===== config.mk =====
export PLATFORM = sky130hd
export DESIGN_NAME = pgio_irq_regs
export DESIGN_NICKNAME = d
export VERILOG_FILES = /design/src/rtl/pgio_pkg.sv /design/src/rtl/pgio_sync.sv /design/src/rtl/pgio_data_port.sv /design/src/rtl/pgio_irq_port.sv /design/src/rtl/pgio_irq_regs.sv
export SDC_FILE = /design/constraint.sdc
export NUM_CORES = 1
export LEC_CHECK = 0
export ABC_AREA = 1
export BUFFER_PORTS_ARGS = -buffer_cell sky130_fd_sc_hd__buf_4
export CORE_MARGIN = 1
export CORE_UTILIZATION = 45
export CTS_BUF_LIST = sky130_fd_sc_hd__clkbuf_4 sky130_fd_sc_hd__clkbuf_8 sky130_fd_sc_hd__clkbuf_16
export DETAILED_ROUTE_END_ITERATION = 7
export GPL_TIMING_DRIVEN = 0
export PLACE_DENSITY_LB_ADDON = 0.12
export SLEW_MARGIN = 20
export SYNTH_ARGS = -nofsm -noshare
export SYNTH_HDL_FRONTEND = slang
export SYNTH_SLANG_ARGS = --single-unit

===== constraint.sdc =====
create_clock -name clk -period 1.9 [get_ports clk]
set_input_delay 0.19 -clock clk [delete_from_list [all_inputs] [get_ports clk]]
set_output_delay 0.19 -clock clk [all_outputs]
set_load 0.03 [all_outputs]

===== src/rtl/pgio_pkg.sv =====
package pgio_pkg;
  typedef enum logic [1:0] {
    PG_NONE = 2'b00,
    PG_POL  = 2'b01,
    PG_EN   = 2'b10,
    PG_ID   = 2'b11
  } page_e;
endpackage


===== src/rtl/pgio_sync.sv =====
module pgio_sync #(
  parameter int W = 48
) (
  input  logic         clk,
  input  logic         rst_n,
  input  logic [W-1:0] d,
  output logic [W-1:0] q
);
  logic [W-1:0] meta;
  always_ff @(posedge clk) begin
    if (!rst_n) begin
      meta <= '0;
      q    <= '0;
    end else begin
      meta <= d;
      q    <= meta;
    end
  end
endmodule


===== src/rtl/pgio_data_port.sv =====
module pgio_data_port #(
  parameter int W = 8
) (
  input  logic         clk,
  input  logic         rst_n,
  input  logic         we,
  input  logic         lock,
  input  logic [W-1:0] wd,
  output logic [W-1:0] q
);
  always_ff @(posedge clk) begin
    if (!rst_n) q <= '0;
    else if (we && !lock) q <= wd;
  end

  assert_lock_holds_R3: assert property (@(posedge clk) disable iff (!rst_n)
    (we && lock) |=> $stable(q));
endmodule


===== src/rtl/pgio_irq_port.sv =====
module pgio_irq_port #(
  parameter int W = 8
) (
  input  logic         clk,
  input  logic         rst_n,
  input  logic [W-1:0] pin_s,
  input  logic         pol_we,
  input  logic         en_we,
  input  logic [W-1:0] wd,
  output logic [W-1:0] pol,
  output logic [W-1:0] en,
  output logic [W-1:0] id
);
  logic [W-1:0] prev;
  logic [W-1:0] hit;
  logic [W-1:0] en_n;

  // a qualifying transition of the synchronised level, per line polarity
  assign hit  = (pin_s & ~prev & pol) | (~pin_s & prev & ~pol);
  assign en_n = en_we ? wd : en;

  always_ff @(posedge clk) begin
    if (!rst_n) begin
      prev <= '0;
      pol  <= '0;
      en   <= '0;
      id   <= '0;
    end else begin
      prev <= pin_s;
      if (pol_we) pol <= wd;
      en <= en_n;
      id <= (id | (hit & en_n)) & en_n;
    end
  end

  assert_clear_on_disable_R6: assert property (@(posedge clk) disable iff (!rst_n)
    en_we |=> ((id & ~$past(wd)) == '0));

  assert_id_needs_edge_R4: assert property (@(posedge clk) disable iff (!rst_n)
    (|(id & ~$past(id))) |-> (|$past(hit)));
endmodule


===== src/rtl/pgio_irq_regs.sv =====
module pgio_irq_regs #(
  parameter int NUM_PORTS     = 6,
  parameter int PORT_W        = 8,
  parameter int NUM_IRQ_PORTS = 3,
  parameter int ADDR_W        = 4
) (
  input  logic                        clk,
  input  logic                        rst_n,
  input  logic [ADDR_W-1:0]           reg_addr,
  input  logic                        reg_wen,
  input  logic [PORT_W-1:0]           reg_wdata,
  output logic [PORT_W-1:0]           reg_rdata,
  input  logic [NUM_PORTS*PORT_W-1:0] pin_in,
  output logic [NUM_PORTS*PORT_W-1:0] pin_out,
  output logic                        irq
);
  import pgio_pkg::*;

  localparam int LINES   = NUM_PORTS * PORT_W;
  localparam int ILINES  = NUM_IRQ_PORTS * PORT_W;
  localparam int PEND_OFS = NUM_PORTS;
  localparam int PAGE_OFS = NUM_PORTS + 1;
  localparam int WIN_OFS  = NUM_PORTS + 2;
  localparam logic [ADDR_W-1:0] PEND_A = ADDR_W'(PEND_OFS);
  localparam logic [ADDR_W-1:0] PAGE_A = ADDR_W'(PAGE_OFS);

  logic [LINES-1:0]         pin_s;
  page_e                    page_q;
  logic [NUM_PORTS-1:0]     lock_q;
  logic [ILINES-1:0]        pol_bus, en_bus, id_bus;
  logic [NUM_IRQ_PORTS-1:0] pend;
  logic                     page_we;

  pgio_sync #(.W(LINES)) u_sync (
    .clk(clk), .rst_n(rst_n), .d(pin_in), .q(pin_s)
  );

  assign page_we = reg_wen && (reg_addr == PAGE_A);

  always_ff @(posedge clk) begin
    if (!rst_n) begin
      page_q <= PG_NONE;
      lock_q <= '0;
    end else if (page_we) begin
      page_q <= page_e'(reg_wdata[PORT_W-1 -: 2]);
      lock_q <= reg_wdata[NUM_PORTS-1:0];
    end
  end

  for (genvar p = 0; p < NUM_PORTS; p++) begin : g_data
    logic dwe;
    assign dwe = reg_wen && (reg_addr == ADDR_W'(p));
    pgio_data_port #(.W(PORT_W)) u_dp (
      .clk(clk), .rst_n(rst_n), .we(dwe), .lock(lock_q[p]),
      .wd(reg_wdata), .q(pin_out[p*PORT_W +: PORT_W])
    );
  end

  for (genvar k = 0; k < NUM_IRQ_PORTS; k++) begin : g_irq
    logic win_we;
    assign win_we = reg_wen && (reg_addr == ADDR_W'(WIN_OFS + k));
    pgio_irq_port #(.W(PORT_W)) u_ip (
      .clk(clk), .rst_n(rst_n),
      .pin_s(pin_s[k*PORT_W +: PORT_W]),
      .pol_we(win_we && (page_q == PG_POL)),
      .en_we(win_we && (page_q == PG_EN)),
      .wd(reg_wdata),
      .pol(pol_bus[k*PORT_W +: PORT_W]),
      .en(en_bus[k*PORT_W +: PORT_W]),
      .id(id_bus[k*PORT_W +: PORT_W])
    );
    assign pend[k] = |id_bus[k*PORT_W +: PORT_W];
  end

  assign irq = |pend;

  always_comb begin
    reg_rdata = '0;
    for (int p = 0; p < NUM_PORTS; p++)
      if (reg_addr == ADDR_W'(p)) reg_rdata = pin_s[p*PORT_W +: PORT_W];
    if (reg_addr == PEND_A) reg_rdata = PORT_W'(pend);
    if (reg_addr == PAGE_A) reg_rdata = PORT_W'({page_q, lock_q});
    for (int k = 0; k < NUM_IRQ_PORTS; k++)
      if (reg_addr == ADDR_W'(WIN_OFS + k)) begin
        case (page_q)
          PG_POL:  reg_rdata = pol_bus[k*PORT_W +: PORT_W];
          PG_EN:   reg_rdata = en_bus[k*PORT_W +: PORT_W];
          PG_ID:   reg_rdata = id_bus[k*PORT_W +: PORT_W];
          default: reg_rdata = '0;
        endcase
      end
  end

  assert_page0_ignored_R9: assert property (@(posedge clk) disable iff (!rst_n)
    (reg_wen && page_q == PG_NONE && reg_addr >= ADDR_W'(WIN_OFS))
      |=> ($stable(pol_bus) && $stable(en_bus)));

  assert_irq_needs_id_R8: assert property (@(posedge clk) disable iff (!rst_n)
    irq |-> (|id_bus));

  assert_no_pend_on_upper_R10: assert property (@(posedge clk) disable iff (!rst_n)
    $rose(irq) |-> (|$past(en_bus)));
endmodule


==> qor.yml <==
run_status:
  status: "complete, but fails checks"
  violations: "setup timing"
run:
  maxCapViolCount: 0
worst_setup_path:
  cp.arrival_ns: 2.04
  worstSetupEndpointType: "output port"
  reg2reg_depth: 8
  path_class: "register to output port"
  start_kind: "register"
  cp_data_required_time_ns: 1.71
  crit_path_max_fanout: 7
cts:
  clk_pin_slew_ns: 0.07
  clock_latency_ns: 0.52
  cts_sinks: 248
  clk_path_buf_depth: 3
  tritoncts: "yes"
  cts_made_buffers: 26
  cts_root_buffer: "clkbuf_16"
  h-tree-depth: 1
power_and_ir_drop:
  pwr-share-seq_pct: 47.6
  ir_drop_uv: 708
  intPower_w: 0.00878
  p_clk_share_pct: 45.4
  switching_share_pct: 22.7
  p_switching_w: 0.00257
  pwr-share-comb_pct: 6.9
  powerDensity_mw_per_mm2: 906
  power.leakage_nw: 5.84
routing:
  drc: 0
  drt-initial-drc-count: 699
  drtAntennaViolNets: 0
  routed_wl_mm: 28.2
  vias_per_cell: 4.93
  wl_per_cell_um: 16.0
  firstDrtPassIters: 6
  vias: 8657
place:
  port_buffers: 115
  dpl.hpwl_mm: 19.4
  postPlaceCellArea_mm2: 0.0106
  gp_congestion: 0.934
timing:
  drv_slew: 0
  tightest_slew_ns: 0.838
  fmax_mhz: 449
  fin_setup_tns_ns: -2.27
  final-hold-violation-count: 0
  maxSlewHeadroom_pct: 44.1
  layout_min_cycle_time_ns: 2.23
  setup_violations: 8
  timing.hold.ws_ns: 0.0730
  rsz0062_at_grt: "yes"
  final.setup.worst_slack_ns: -0.328
  fin_crit_sh_pct: 117
  clock_skew_ns: 0.00845
floorplan:
  die_area_mm2: 0.0215
  io_pins: 120
  rows: 52
  fp.dieW_um: 147
  core_area_mm2: 0.0204
  initial_core_util_pct: 46.2
  die_h_um: 147
grt:
  overflow: 0
  antenna_found_initial: 0
  grt_max_degree: 15
  grtUsageTotal_pct: 26.2
  grt_pass1_vias: 8109
  grt_pass1_wl_mm: 43.6
logic_synthesis:
  synth_seq_cells: 248
  avgSynthCellArea_um2: 7.51
  synth.area.top_cells: "dfxtp_1 53%, inv_1 11%, nand2_1 9.6%"
  syn-num-nets: 1315
  ys_seq_area_share_pct: 52.8
  synth_area_leader_cell: "dfxtp_1"
  netlist_instances: 1252
  synthDistinctLibCells: 29
  synth_top_area_share_pct: 52.8
  synth.yosys.warnings: 0
  syn_area_mm2: 0.00941
layout:
  nets: 1533
  area_growth_pct: 33.2
  drive_above_1_share_pct: 19.1
  fin_area_mm2: 0.0125
  num_antenna_cells: 0
worst_hold_path:
  hold_depth: 3
  hp-class: "input pin to register"
timing repair:
item / in CTS / in global routing
pin swaps: 19 / 26
cloned: 2 / 1
hold buffers: 48 / 0
endpoints found under the setup margin: 16 / 9
setup buffers: 11 / 13
gates resized for setup: 84 / 29
hold endpoints to repair: 48 / 0
final cells by class:
cell class / instances / area (um^2)
flip-flops and latches: 248 / 4990
repair buffers: 190 / 1600
clock inverters: 8 / 100
well taps: 270 / 338
plain buffers: 54 / 294
multi-input cells: 679 / 3400
inverters: 271 / 1030
clock buffers: 37 / 782
fillers: 1879 / 7830
worst max-delay path, stage by stage (launching register included):
cell and delay, ns:
dfxtp_4 0.40, inv_8 0.04, nor2_4 0.11, inv_4 0.08, clkbuf_16 0.17, o221ai_4 0.21, nand2_1 0.09, nand4_1 0.22
buf_6 0.17
layer usage:
layer	vias to the layer above	wire length, um	GRT usage, %
li1	4330	-	-
met1	3945	12300	34.8
met2	317	13000	43.2
met3	65	1890	4.25
met4	0	870	9.01
met5	-	0	0
worst paths after layout:
check / start / to / slack (ns)
min reg2reg: u_sync.meta[28] / u_sync.q[28] / 0.40
min: reg_wdata[3] / g_irq[2].u_ip.en[3] / 0.07
max: page_q[0] / reg_rdata[5] / -0.33
max reg2reg: page_q[0] / g_irq[0].u_ip.pol[5] / 0.14
cell families (layout without fill, tap and decap cells):
family / count (synthesis) / count (layout) / synth area share (%)
AOI/OAI and AO/OA: 278 / 278 / 15.9
buffers and inverters: 325 / 560 / 13.2
DFF: 248 / 248 / 52.8
and+or+nand+nor: 401 / 401 / 18.1
cell usage in the layout, fill, tap and decap left out, drive strengths merged:
| cell type | n |
|---|---|
| inv | 272 |
| dfxtp | 248 |
| nand2 | 242 |
| buf | 154 |
| o21ai | 133 |
| a21oi | 107 |
| nor2 | 79 |
| clkbuf | 79 |
| dlygate4sd3 | 48 |
| nor3 | 28 |
| nand3 | 25 |
| nand4 | 16 |
| o221ai | 14 |
| o21a | 10 |
| and3 | 6 |
| o22ai | 6 |
| or2 | 5 |
| clkinv | 5 |
| o211ai | 4 |
| a211oi | 4 |
| bufinv | 2 |
Yosys cell counts (all sizes together):
cell type	count
dfxtp	248
a21oi	107
inv	271
clkbuf	39
o211ai	4
and3	6
o221ai	14
nor2	79
o22ai	6
buf	15
o21ai	133
a211oi	4
or2	5
nand4	16
o21a	10
nor3	28
nand3	25
nand2	242
flip-flops by register name, summed over array words and instances (netlist names):
register	flops
g_irq.u_ip.en	24
g_irq.u_ip.id	24
u_sync.q	48
g_irq.u_ip.prev	24
u_sync.meta	48
page_q	2
lock_q	6
g_data.u_dp.q	48
g_irq.u_ip.pol	24
power by group through the flow:
stage	sequential (W)	clock [W]	combinational (W)
floorplan	0.00554	0	0.000321
global placement	0.00552	0	0.000654
detailed placement	0.00552	0	0.000660
CTS	0.00541	0.00525	0.000764
global route	0.00542	0.00546	0.000860
finish	0.00541	0.00516	0.000787
through the flow:
stage / util (%) / std cells / setup slack (ns) / total power, W
6_report: 61.5 / 1757 / -0.328 / 0.0114
5_1_grt: 61.5 / 1757 / -0.402 / 0.0117
4_1_cts: 60.6 / 1743 / -0.269 / 0.0114
3_5_place_dp: 52.1 / 1637 / -0.502 / 0.00618
3_3_place_gp: 52.1 / 1637 / -0.510 / 0.00618
2_1_floorplan: - / 1252 / 0.179 / 0.00586
(Power assumes the default switching activity.)
